==> config.mk <==
export PLATFORM = sky130hd
export DESIGN_NAME = supmon_ctrl
export DESIGN_NICKNAME = d
export VERILOG_FILES = /design/src/rtl/supmon_pkg.sv /design/src/rtl/supmon_cfg.sv /design/src/rtl/supmon_sched.sv /design/src/rtl/supmon_events.sv /design/src/rtl/supmon_ctrl.sv
export SDC_FILE = /design/constraint.sdc
export NUM_CORES = 1
export LEC_CHECK = 0
export BUFFER_PORTS_ARGS = -buffer_cell sky130_fd_sc_hd__buf_2
export CELL_PAD_IN_SITES_DETAIL_PLACEMENT = 0
export CELL_PAD_IN_SITES_GLOBAL_PLACEMENT = 1
export CORE_MARGIN = 4
export CORE_UTILIZATION = 37
export CTS_BUF_LIST = sky130_fd_sc_hd__clkbuf_16
export CTS_CLUSTER_DIAMETER = 200
export DETAILED_ROUTE_END_ITERATION = 8
export PLACE_DENSITY = 0.8
export SLEW_MARGIN = 20
export SYNTH_ARGS = -nofsm -noshare
export SYNTH_HDL_FRONTEND = slang
export SYNTH_SLANG_ARGS = --single-unit
==> constraint.sdc <==
create_clock -name clk -period 2.8 [get_ports clk]
set_input_delay 0.28 -clock clk [delete_from_list [all_inputs] [get_ports clk]]
set_output_delay 0.28 -clock clk [all_outputs]
set_load 0.05 [all_outputs]
==> src/rtl/supmon_pkg.sv <==
package supmon_pkg;

  localparam logic [7:0] SM_KEY = 8'hA5;

  // Decoded configuration held by the block
  typedef struct packed {
    logic [2:0] mode;
    logic [3:0] thresh;
    logic       rst_en;
    logic       irq_en;
    logic       wake_en;
  } sm_cfg_t;

  // Interval length of a sampled mode; 0 means not a sampled mode
  function automatic int unsigned sm_interval(input logic [2:0] m,
                                              input int unsigned a,
                                              input int unsigned b,
                                              input int unsigned c);
    case (m)
      3'd2:    return a;
      3'd3:    return b;
      3'd4:    return c;
      default: return 0;
    endcase
  endfunction

  function automatic logic sm_is_cont(input logic [2:0] m);
    return (m == 3'd1);
  endfunction

  // Field positions of the configuration word
  function automatic sm_cfg_t sm_unpack(input logic [10:0] w);
    sm_cfg_t c;
    c.mode    = w[2:0];
    c.thresh  = w[7:4];
    c.rst_en  = w[8];
    c.irq_en  = w[9];
    c.wake_en = w[10];
    return c;
  endfunction

endpackage

==> src/rtl/supmon_cfg.sv <==
module supmon_cfg
  import supmon_pkg::*;
(
  input  logic        clk,
  input  logic        rst_n,
  input  logic        cfg_wr,
  input  logic [31:0] cfg_wdata,
  output sm_cfg_t     cfg_q,
  output logic        cfg_wr_ok,
  output logic        mode_chg
);
  sm_cfg_t cfg_new;
  logic    unused_bits;

  assign unused_bits = ^{cfg_wdata[23:11], cfg_wdata[3]};
  assign cfg_new     = sm_unpack(cfg_wdata[10:0]);
  assign cfg_wr_ok   = cfg_wr && (cfg_wdata[31:24] == SM_KEY);
  assign mode_chg    = cfg_wr_ok && (cfg_new.mode != cfg_q.mode);

  always_ff @(posedge clk or negedge rst_n) begin
    if (!rst_n)         cfg_q <= '0;
    else if (cfg_wr_ok) cfg_q <= cfg_new;
  end
endmodule

==> src/rtl/supmon_sched.sv <==
module supmon_sched
  import supmon_pkg::*;
#(
  parameter int unsigned INTV_A = 32,
  parameter int unsigned INTV_B = 256,
  parameter int unsigned INTV_C = 2048
) (
  input  logic       clk,
  input  logic       rst_n,
  input  logic [2:0] mode,
  input  logic       mode_chg,
  input  logic       cmp_below,
  output logic       cmp_en,
  output logic       sts_below,
  output logic       detect
);
  localparam int unsigned CW  = $clog2(INTV_C) + 1;
  localparam logic [CW-1:0] ONE = CW'(1);

  logic [CW-1:0] len, cnt;
  logic          sampled, cont, win_last;

  assign len      = CW'(sm_interval(mode, INTV_A, INTV_B, INTV_C));
  assign sampled  = (len != '0);
  assign cont     = sm_is_cont(mode);
  assign win_last = sampled && (cnt == len - ONE);
  assign cmp_en   = cont || win_last;
  assign detect   = cmp_en && cmp_below;

  always_ff @(posedge clk or negedge rst_n) begin
    if (!rst_n)                                cnt <= '0;
    else if (mode_chg || !sampled || win_last) cnt <= '0;
    else                                       cnt <= cnt + ONE;
  end

  // Result is captured by the edge that closes the enable window
  always_ff @(posedge clk or negedge rst_n) begin
    if (!rst_n)      sts_below <= 1'b0;
    else if (cmp_en) sts_below <= cmp_below;
  end
endmodule

==> src/rtl/supmon_events.sv <==
module supmon_events (
  input  logic clk,
  input  logic rst_n,
  input  logic detect,
  input  logic rst_en,
  input  logic irq_en,
  input  logic wake_en,
  input  logic sts_read,
  output logic core_rst_n,
  output logic irq,
  output logic wake_req,
  output logic sts_detect,
  output logic sts_reset,
  output logic sts_wake
);
  localparam int NF = 3;

  logic [NF-1:0] set_v, flg;

  assign set_v = {detect && wake_en, detect && rst_en, detect};

  for (genvar i = 0; i < NF; i++) begin : g_flag
    // Set has priority over the read clear
    always_ff @(posedge clk or negedge rst_n) begin
      if (!rst_n) flg[i] <= 1'b0;
      else        flg[i] <= set_v[i] | (flg[i] & ~sts_read);
    end
  end

  always_ff @(posedge clk or negedge rst_n) begin
    if (!rst_n) begin
      core_rst_n <= 1'b1;
      wake_req   <= 1'b0;
    end else begin
      core_rst_n <= ~set_v[1];
      wake_req   <= set_v[2];
    end
  end

  assign sts_detect = flg[0];
  assign sts_reset  = flg[1];
  assign sts_wake   = flg[2];
  assign irq        = irq_en && flg[0];
endmodule

==> src/rtl/supmon_ctrl.sv <==
module supmon_ctrl
  import supmon_pkg::*;
#(
  parameter int unsigned INTV_A = 32,
  parameter int unsigned INTV_B = 256,
  parameter int unsigned INTV_C = 2048
) (
  input  logic        clk,
  input  logic        rst_n,
  input  logic        cfg_wr,
  input  logic [31:0] cfg_wdata,
  input  logic        sts_read,
  input  logic        cmp_below,
  output logic        cmp_en,
  output logic [3:0]  cmp_thresh,
  output logic        core_rst_n,
  output logic        irq,
  output logic        wake_req,
  output logic        sts_below,
  output logic        sts_detect,
  output logic        sts_reset,
  output logic        sts_wake
);
  sm_cfg_t    cfg_q;
  logic       cfg_wr_ok, mode_chg, detect_evt;
  logic [2:0] cur_mode;
  logic       rst_en_w, irq_en_w, wake_en_w;

  assign cur_mode   = cfg_q.mode;
  assign rst_en_w   = cfg_q.rst_en;
  assign irq_en_w   = cfg_q.irq_en;
  assign wake_en_w  = cfg_q.wake_en;
  assign cmp_thresh = cfg_q.thresh;

  supmon_cfg u_cfg (
    .clk(clk), .rst_n(rst_n), .cfg_wr(cfg_wr), .cfg_wdata(cfg_wdata),
    .cfg_q(cfg_q), .cfg_wr_ok(cfg_wr_ok), .mode_chg(mode_chg)
  );

  supmon_sched #(.INTV_A(INTV_A), .INTV_B(INTV_B), .INTV_C(INTV_C)) u_sched (
    .clk(clk), .rst_n(rst_n), .mode(cur_mode), .mode_chg(mode_chg),
    .cmp_below(cmp_below), .cmp_en(cmp_en), .sts_below(sts_below),
    .detect(detect_evt)
  );

  supmon_events u_evt (
    .clk(clk), .rst_n(rst_n), .detect(detect_evt), .rst_en(rst_en_w),
    .irq_en(irq_en_w), .wake_en(wake_en_w), .sts_read(sts_read),
    .core_rst_n(core_rst_n), .irq(irq), .wake_req(wake_req),
    .sts_detect(sts_detect), .sts_reset(sts_reset), .sts_wake(sts_wake)
  );
endmodule

# Word level (Yosys, flattened, before mapping)
# Index checks and enable logic that the tools add are counted.
# W data, S select, Z words.
word_totals:
  memories: 0
  ff_bits: 28
  romBits: 0
  latchBits: 0
  elab_cells: 43
  input_bits: 37
  ram_bits: 0
classes:
  n_bitwise: 8
  mul: 0
  n_shift: 0
  n_reduce_logical: 12
  addsub: 2
  order_cmp: 0
  n_eq_ne: 7
  n_mux: 2
  div: 0
op_table:
  columns: ["cell", "count"]
  rows:
  - ["$pmux W12 S3", 1]
  - ["$add A12 B1 Y12 const B", 1]
  - ["$eq A12 B12 Y1", 1]
  - ["$mux W12", 1]
  - ["$reduce_bool A12 Y1", 1]
  - ["$sub A12 B1 Y12 const B", 1]
  - ["$eq A8 B8 Y1 const B", 1]
  - ["$logic_and A1 B1 Y1", 7]
  - ["$eq A3 B2 Y1 const B", 2]
  - ["$and A1 B1 Y1", 3]
  - ["$eq A3 B1 Y1 const B", 1]
  - ["$eq A3 B3 Y1 const B", 1]
  - ["$logic_or A1 B1 Y1", 3]
  - ["$ne A3 B3 Y1", 1]
  - ["$or A1 B1 Y1", 3]
  - ["$not A1 Y1", 2]
  - ["$logic_not A1 Y1", 1]

# Logic depth before layout (Yosys ltp)
depth:
  depth_word: 9
  depth_mapped: 5
  depth_no_buf: 5

# Cells and area by module
# From an unflattened synthesis, not the netlist that was laid out.
hier_totals:
  hier_cells: 117
  area_unflattened_um2: 1373.8
by_module_without_submodules:
  columns: ["mod", "seq_area_each_um2", "cells_per_inst", "area_per_inst_um2", "n_inst"]
  rows:
  - ["supmon_sched", 325.3, 76, 718.2, 1]
  - ["supmon_cfg", 250.2, 28, 481.7, 1]
  - ["supmon_events", 126.4, 13, 173.9, 1]

# Worst setup path before layout
# No wires, ideal clock.
synth_timing:
  path_type: "register -> output"
  from: "register u_sched.cnt[5]"
  to: "output port cmp_en"
  setup_slack_ps: 658
  path_buffers: 0
  path_stages_with_launch: 5
  t_arrival_ps: 1862
  path_cell_list: "dfrtp_1 or3_1 mux2_4 o41a_4 inv_1"
synth_via:
  elab_chain_cells: 3
synth_lines:
  columns: ["element", "line", "source"]
  rows:
  - ["start: declaration", "supmon_sched.sv:20", "logic [CW-1:0] len, cnt;"]
  - ["start signal: assignment", "supmon_sched.sv:33", "else cnt <= cnt + ONE;"]
  - ["$eq A12 B12 Y1", "supmon_sched.sv:26", "assign win_last = sampled && (cnt == len - ONE);"]
  - ["$logic_and A1 B1 Y1", "supmon_sched.sv:26", null]
  - ["$logic_or A1 B1 Y1", "supmon_sched.sv:27", "assign cmp_en = cont || win_last;"]
  - ["end: declaration", "supmon_ctrl.sv:14", "output logic cmp_en,"]
# No other way between the ends.

# Final worst setup path
# Same ends and word-level chain as after synthesis.

==> impl_metrics.env <==
export IMPL_wire_per_inst_um=12.82
export IMPL_utilization_after_layout_pct=48.28
export IMPL_totalNegativeSetupSlack_ps=0
export IMPL_synth_top_cell_area_share_pct=50.28
export IMPL_design_portCount=49
export IMPL_slew_violations=0
export IMPL_clk_root_buffer_cell="sky130_fd_sc_hd__clkbuf_16"
export IMPL_synthesis_yosys_warnings=0
export IMPL_synth_top_flop_cell="sky130_fd_sc_hd__dfrtp_1"
export IMPL_floorplan_die_area_um2=4660
export IMPL_worst_ir_drop_vdd_mv=0.3195
export IMPL_grt_pass1_vias=1009
export IMPL_setup_worst_path_end_class="output pin"
export IMPL_cp_data_arrival_time_ps=2210
export IMPL_sw_ratio_pct=20.65
export IMPL_leading_cell_type_in_the_layout_fill_and_taps_excluded="sky130_fd_sc_hd__buf_2"
export IMPL_clkPwrFrac_pct=45.4
export IMPL_global_route_overflow_total=0
export IMPL_chipHeight_um=68.27
export IMPL_worst_path_largest_cell_delay_ps=510
export IMPL_grt_max_degree=29
export IMPL_layout_drive_gt1_share_pct=35.29
export IMPL_p_switching_uw=190.4
export IMPL_status="finished clean"
export IMPL_clock_insertion_delay_worst_skew_ps=260
export IMPL_worst_path_max_delay_cell="sky130_fd_sc_hd__o41a_4"
export IMPL_cts_sink_count=28
export IMPL_required_time_at_the_worst_slack_endpoint_ps=2520
export IMPL_cts_reportedPaths_clkPinSlew_ps=60
export IMPL_cp_start_kind="flip-flop"
export IMPL_layout_filler_cells=320
export IMPL_insertedDiodeCount=0
export IMPL_cts_max_level=1
export IMPL_routabilityCongestion=0.7539
export IMPL_critical_path_buf_inv_count=2
export IMPL_async_reset_ff_share_pct=100.0
export IMPL_ctsLongestPathBuffers=2
export IMPL_power_per_cell_area_nw_per_um2=559.1
export IMPL_number_of_distinct_library_cells_after_synthesis=27
export IMPL_cts_hold_buf=0
export IMPL_netlist_instances=120
export IMPL_final_cell_count_no_fill=199
export IMPL_rsz0062_at_grt="no"
export IMPL_critical_path_max_fanout=7
export IMPL_rrSetupSlack_ps=750
export IMPL_syn_nets=158
export IMPL_timing_critical_path_cells="or3_1 > mux2_4 > o41a_4 > inv_1 > buf_2"
export IMPL_worst_path_dominant_cell_family="compound AO/OA/AOI/OAI gates"
export IMPL_drc=0
export IMPL_fin_nets=192
export IMPL_floorplan_die_width_um=68.27
export IMPL_syn_to_final_growth_pct=22.72
export IMPL_io_buffer_count=34
export IMPL_netlist_top_cells_area="sky130_fd_sc_hd__dfrtp_1, sky130_fd_sc_hd__mux2_2, sky130_fd_sc_hd__nor3_1"
export IMPL_post_route_period_util_pct=88.84
export IMPL_comb_power_share_pct=8.8
export IMPL_detailroute_via_count=990
export IMPL_cts_tree="yes"
export IMPL_timing_hold_violations_final=0
export IMPL_place_hpwl_mm=1.867
export IMPL_synth_largest_area_cell="sky130_fd_sc_hd__dfrtp_1"
export IMPL_timing_fmax_mhz=402.0
export IMPL_fin_skew_ps=5.289
export IMPL_power_total_uw=922.0
export IMPL_slew_headroom_pct=59.24
export IMPL_grt_first_pass_wirelength_mm=4.367
export IMPL_track_usage_pct=12.34
export IMPL_post_synth_edffs=0
export IMPL_drt_iter0_markers=48
export IMPL_post_place_cells=195
export IMPL_final_period_minus_worst_setup_slack_ps=2488
export IMPL_worstMarginPinSlew_ps=611.5
export IMPL_criticalPathCategory="reg2out"
export IMPL_starting_density_of_the_core_pct=39.34
export IMPL_seq_area_frac_synth_pct=52.23
export IMPL_postCtsSetupBuffers=0
export IMPL_cts_repair_resized=0
export IMPL_timing_hold_worst_class="in2async"
export IMPL_cts_made_buffers=3
export IMPL_synth_cell_area_um2=1344
export IMPL_ant_nets=0
export IMPL_syn_area_per_cell_um2=11.20
export IMPL_core_area_um2=3416
export IMPL_count_of_state_elements_after_synthesis=28
export IMPL_cap_violations=0
export IMPL_floorplan_rows=21
export IMPL_setup_violations_final=0
export IMPL_sequential_share_of_power_pct=45.8
export IMPL_drt_first_pass_iters=4
export IMPL_postRouteWirelength_mm=2.551
export IMPL_grt_antenna_before_repair=0
export IMPL_power_leakage_nw=0.7756
export IMPL_cellInternalPower_uw=731.6
export IMPL_layout_cells_most_common_list="sky130_fd_sc_hd__buf_2, sky130_fd_sc_hd__dfrtp_1, sky130_fd_sc_hd__nor3_1"
export IMPL_routed_via_density=4.975
-- layout make-up --
type	count	area, um2	share of cell area (%)
sequential	28	701.9	42.56
multi-input combinational	76	565.5	34.29
timing repair buffer	36	185.2	11.23
clock buffer	3	75.07	4.552
tap	46	57.56	3.490
inverter	9	33.78	2.049
clock inverter	1	30.03	1.821
-- per-stage QoR --
stage | hold slack, ps | worst slack (ps) | instance area [um2]
after global placement | 327.5 | 602.4 | 1544
after floorplan | -15.59 | 658.4 | 1344
after detailed placement | 337.1 | 601.1 | 1544
after CTS | 53.61 | 306.4 | 1649
after global routing | 81.39 | 216.5 | 1649
final | 26.80 | 312.5 | 1649
-- kinds of logic after synthesis --
kind of cell | synth area share (%)
buffers and inverters | 5.679
adders and majority gates | 0.9309
AOI/OAI and AO/OA | 4.376
muxes | 10.61
DFF | 52.24
xor gates and xnor gates | 8.473
and+or+nand+nor | 17.69
-- routing by layer --
layer	vias to the layer above	share of wire, %	track usage, %	wire length, um
li1	483	-	-	-
met1	472	43	15.57	1098
met2	30	51	21.18	1306
met3	5	4.3	1.970	110
met4	0	1.3	4.467	34
met5	-	0	0	0
-- cells in the mapped netlist (all sizes together) (2+ instances only) --
library cell  instances
o32ai                 2
o22ai                 2
nor4                  2
nor2                  4
mux2                 12
nand3                 4
clkbuf                2
xor2                  5
dfrtp                27
nand4                 3
buf                   5
nor3                 17
xnor2                 8
inv                   9
nand2                 4
or3                   2
nor3b                 4
-- worst reg2reg max path: cells and delay by family (launching register included) --
kind	cells	cell delay (ps)
AO/OA/AOI/OAI	1	510
flip-flops	1	430
multiplexers	2	590
AND/OR/NAND/NOR	1	410
-- sequential cells by signal (all words and copies together), names as in the netlist --
register,cells
u_sched.cnt,12
u_cfg.cfg_q,10
u_evt.core_rst_n,1
u_evt.sts_detect,1
u_evt.sts_reset,1
u_evt.sts_wake,1
u_evt.wake_req,1
u_sched.sts_below,1
-- power by group through the flow --
stage	registers, mW	logic (mW)	clock network, mW
finish	0.422	0.0814	0.418
global route	0.424	0.0895	0.441
CTS	0.422	0.0830	0.427
detailed placement	0.430	0.0826	0
global placement	0.429	0.0810	0
floorplan	0.434	0.0456	0
-- final timing paths --
check | cells after the start | from | to
worst max-delay path | 5 | u_sched.cnt[5]$_DFF_PN0_ | cmp_en
worst min-delay path | 1 | rst_n | u_sched.cnt[6]$_DFF_PN0_
worst max register to register | 4 | u_sched.cnt[5]$_DFF_PN0_ | u_sched.sts_below$_DFFE_PN0P_
worst min register to register | 1 | u_sched.cnt[0]$_DFF_PN0_ | u_sched.cnt[0]$_DFF_PN0_
max in group asynchronous | 1 | rst_n | u_sched.cnt[5]$_DFF_PN0_
min in group clk | 2 | sts_read | u_evt.sts_reset$_DFF_PN0_
No activity file was read; power rests on OpenSTA's default activity.
